--- src/rtl/vec_addr_gen.sv ---
module vec_addr_gen #(
  parameter int AW    = 32,
  parameter int IW    = 16,
  parameter int MAXVL = 64,
  localparam int EW   = $clog2(MAXVL),
  localparam int LW   = EW + 1
) (
  input  logic          clk,
  input  logic          rst_n,
  input  logic          start,
  input  logic [1:0]    mode,
  input  logic          store,
  input  logic [AW-1:0] base,
  input  logic [AW-1:0] stride,
  input  logic [LW-1:0] vlen,
  input  logic [IW-1:0] idx_in,
  input  logic          ready,
  output logic          valid,
  output logic [AW-1:0] addr,
  output logic [AW+2:0] byte_addr,
  output logic [EW-1:0] elem,
  output logic          acc_wr,
  output logic          done
);

  localparam logic [1:0] M_UNIT = 2'b00;
  localparam logic [1:0] M_IDX  = 2'b10;
  localparam logic [1:0] M_IOTA = 2'b11;

  logic          run, dn, wr;
  logic [1:0]    md;
  logic [AW-1:0] b, stp, acc;
  logic [EW-1:0] cnt, last_e;
  logic [LW-1:0] len_c;
  logic [AW-1:0] step;

  assign len_c = (vlen > LW'(MAXVL)) ? LW'(MAXVL) : vlen;
  assign step  = (md == M_UNIT) ? AW'(1) : stp;

  always_ff @(posedge clk or negedge rst_n) begin
    if (!rst_n) begin
      run    <= 1'b0;
      dn     <= 1'b0;
      wr     <= 1'b0;
      md     <= M_UNIT;
      b      <= '0;
      stp    <= '0;
      acc    <= '0;
      cnt    <= '0;
      last_e <= '0;
    end else begin
      dn <= 1'b0;
      if (!run && start) begin
        md     <= mode;
        wr     <= store;
        b      <= base;
        stp    <= stride;
        acc    <= (mode == M_IOTA) ? '0 : base;
        cnt    <= '0;
        last_e <= EW'(len_c - LW'(1));
        run    <= (len_c != '0);
        dn     <= (len_c == '0);
      end else if (run && ready) begin
        cnt <= cnt + EW'(1);
        acc <= acc + step;
        if (cnt == last_e) begin
          run <= 1'b0;
          dn  <= 1'b1;
        end
      end
    end
  end

  assign valid     = run;
  assign done      = dn;
  assign elem      = cnt;
  assign acc_wr    = wr;
  assign addr      = (md == M_IDX) ? (b + {{(AW-IW){1'b0}}, idx_in}) : acc;
  assign byte_addr = {addr, 3'b000};

endmodule

--- config.mk ---
export PLATFORM = sky130hd
export DESIGN_NAME = vec_addr_gen
export DESIGN_NICKNAME = d
export VERILOG_FILES = /design/src/rtl/vec_addr_gen.sv
export SDC_FILE = /design/constraint.sdc
export NUM_CORES = 1
export LEC_CHECK = 0
export BUFFER_PORTS_ARGS = -buffer_cell sky130_fd_sc_hd__buf_2
export CAP_MARGIN = 40
export CELL_PAD_IN_SITES_DETAIL_PLACEMENT = 0
export CELL_PAD_IN_SITES_GLOBAL_PLACEMENT = 1
export CORE_UTILIZATION = 37
export CTS_CLUSTER_DIAMETER = 60
export CTS_CLUSTER_SIZE = 25
export DETAILED_ROUTE_END_ITERATION = 10
export PLACE_DENSITY = 0.78
export SLEW_MARGIN = 5
export SYNTH_ARGS = -nofsm -noshare
export SYNTH_HDL_FRONTEND = slang
export SYNTH_SLANG_ARGS = --single-unit
--- constraint.sdc ---
create_clock -name clk -period 3.5 [get_ports clk]
set_input_delay 0.175 -clock clk [delete_from_list [all_inputs] [get_ports clk]]
set_output_delay 0.175 -clock clk [all_outputs]
set_load 0.01 [all_outputs]
==> run metrics <==
largest family of logic cells by synthesized area=simple AND/OR/NAND/NOR gates; post-synthesis adder-cell area fraction=8.17%; Internal=0.00574 W; Die W=150 µm; chip height=150 µm; share of the synthesized area in the top cell type=34.7%; Reg power frac=24.1%; I/O Pins=170; post-layout util=48.8%; sw frac=45.7%; share of cells above drive strength 1=20.5%; routed wire length=23800 µm; Clock Skews=0.0119 ns; Clk pwr share=15.6%; TritonCTS clock tree=built; critical path peak fanout=8; WS Path Type=register to output pin; Max Cap Violations=0; Bufs on Longest Clock Path=2; Leak=5.13 nW; most frequent cells in the layout=nand2_1 (289), buf_2 (165), dfrtp_1 (112), o21ai_0 (78), dlygate4sd3_1 (68); Slowest-stage cell, CP=ha_1; H-Tree Depth=4; Ys Warns=0; Fillers=2131; ANT nets after route=0; Die Footprint=0.0226 mm²; Peak VDD IR=0.398 mV; clock slew at reported path FFs=0.05 ns; Least-Margin Pin Slew=0.866 ns; Setup WS post-layout=0.166 ns; Residual DRC=0; worst hold path type=input port to asynchronous set/reset pin; routed len/inst=15.9 µm; vias per cell=5.17; CP top delay family=compound AO/OA/AOI/OAI gates; crit path DAT=3.16 ns; CP Cell Sequence=ha_1 -> nand3_1 -> o211ai_1 -> nand3_1 -> a21oi_2 -> a31o_4 -> nand2_1 -> xor2_1 -> o21ai_0 -> buf_2; pwr dens=1020 mW/mm²; mux contribution to synthesized area=0.507%; Vias=7726; Avg Cell Area, Syn=8.04 µm²; status=completed; largest area contributor in the netlist=dfrtp_1; TritonCTS buffer count=17; largest net degree at the start of global routing=83; Setup Viol. Count Final=0; # rows=53; Slew Limit Fails=0; Post-Syn Instances=1013; CTS root buf=clkbuf_16; Setup crit start kind=register; Layout area overhead=27.5%; Synth Area in XOR/XNOR=6.99%; DP Worst Slack=0.137 ns; Netlist cell types=69; CP peak stage delay=0.39 ns; hpwl dp=17200 µm; Worst setup EP type=output pin; first-pass GRT wire length=38000 µm; Synth Area in Compound Gates=19.4%; Gate power share=60.3%; async set-reset flop share out of synthesis=100%; CP Buf/Inv Count=1; Net Sw Power=0.00483 W; most common cell after layout, fill and taps aside=nand2_1; initial DRC count=398; top post-synthesis cells by area=dfrtp_1 (35%), nand2_1 (13%), ha_1 (7.7%); antenna violations before repair=0; vias in the first global route=7339; Critical Path RT=3.32 ns; Clk Latency, worst-skew pair=0.43 ns; Clock Sinks=113; Tot GR Track Use=21.8%; Rel. slew slack=42.3%; drt pass-1 iters=5; Nets=1357; sequential fraction of the synthesis area=34.7%; ant diodes=0; grt total ovfl=0; most used cell, CP=nand3_1; Initial Util=38.3%; period utilization=95.3%; Final Hold Fails=0; flops & latches, synth=113; Synth Area in Simple Gates=23.8%; Routability Congestion=0.847; count of input and output buffers=166; final worst path period need=3.33 ns; Peak Freq=300 MHz; number of flops mapped to enable cells by yosys=0; Placeable Area=0.0213 mm²; Cell Area, Synth=0.00815 mm²; Main synth FF type=dfrtp_1
stage by stage:
step                std cells  hold WS [ns]  area [µm²]  TNS (ns)  total power, W
global route             1495        0.0942       10400  -0.00214          0.0115
finish                   1495        0.0828       10400         0          0.0106
detailed placement       1397       -0.0247        9080         0         0.00876
global placement         1395         0.339        9030         0         0.00867
floorplan                1015        -0.121        8150         0         0.00725
CTS                      1493        0.0754       10300         0          0.0105
cell families after synthesis:
family                   Yosys count
buffers and inverters             90
XOR/XNOR                          65
adder cells (fa/ha/maj)           52
flip-flops                       113
other                              1
AO/OA/AOI/OAI                    248
multiplexers                       4
AND/OR/NAND/NOR                  440
per-layer routing:
metal	routed length, µm	up-vias	global-route usage, %	share of wire (%)
met5	0	-	0	0
met4	257	0	5.81	1.1
met3	1340	18	4.18	5.6
met2	11000	220	34.9	46
met1	11200	3649	30.0	47
li1	-	3839	-	-
worst paths after layout:
path	from	end	slack [ns]	cells after the start
worst min-delay path	rst_n	b[19]	0.08	2
worst max register to register	md[1]	acc[30]	0.17	12
worst max-delay path	b[4]	addr[19]	0.17	10
max in group asynchronous	rst_n	md[1]	2.58	4
min in group clk	vlen[0]	last_e[0]	0.09	4
worst min register to register	stp[28]	stp[28]	0.47	2
area by class of cell:
class	count	area (µm²)	share of cell area (%)
multi-input cells	812	4890	47.0
clock buffers	22	494	4.76
flip-flops and latches	113	2830	27.2
well taps	275	344	3.31
repair buffers	257	1740	16.7
inverters	10	37.5	0.361
clock inverters	6	57.6	0.554
worst reg2reg max path, cell delays in order, from the launching register on:
cell	delay, ns
dfrtp_2	0.40
nor2_2	0.05
or2_2	0.27
ha_1	0.22
fa_1	0.42
a21o_1	0.21
a221o_2	0.39
o2111ai_4	0.23
a31oi_4	0.16
a31o_4	0.30
a41oi_4	0.27
o31ai_1	0.12
o21a_1	0.19
cells in the mapped netlist (all sizes together), types with 3 or more instances:
cell     instances
nand2          289
dfrtp          113
o21ai           89
a21oi           60
ha              50
buf             41
clkbuf          38
nor2b           36
xor2            36
nor2            32
xnor2           29
nand3           26
a21o            25
a22oi           12
and3            12
nand4           12
inv             10
a31oi            9
a211oi           8
nand2b           7
o211ai           7
and2             6
o21bai           6
a22o             4
nor3             4
o21a             4
o31ai            4
mux2i            3
o2111ai          3
or3              3
power by group through the flow:
stage                     clock network (W)  logic [W]  registers (W)
after floorplan                           0    0.00490        0.00235
after global placement                    0    0.00611        0.00256
after detailed placement                  0    0.00620        0.00256
after CTS                           0.00167    0.00631        0.00255
after global routing                0.00172    0.00717        0.00264
final                               0.00164    0.00637        0.00255
flip-flops by register name, indices dropped and copies added, names as in the netlist:
| signal | count |
|---|---|
| b | 32 |
| last_e | 6 |
| elem | 6 |
| stp | 32 |
| done | 1 |
| acc | 32 |
| valid | 1 |
| acc_wr | 1 |
| md | 2 |
repair_timing:
item | CTS | global route
hold endpoints to repair | 145 | 0
buffers inserted | 0 | 2
setup endpoints to repair | 4 | 30
gates resized for setup | 3 | 20
pin swaps | 2 | 5
hold buffers | 68 | 0
No activity file was read; power rests on OpenSTA's default activity.
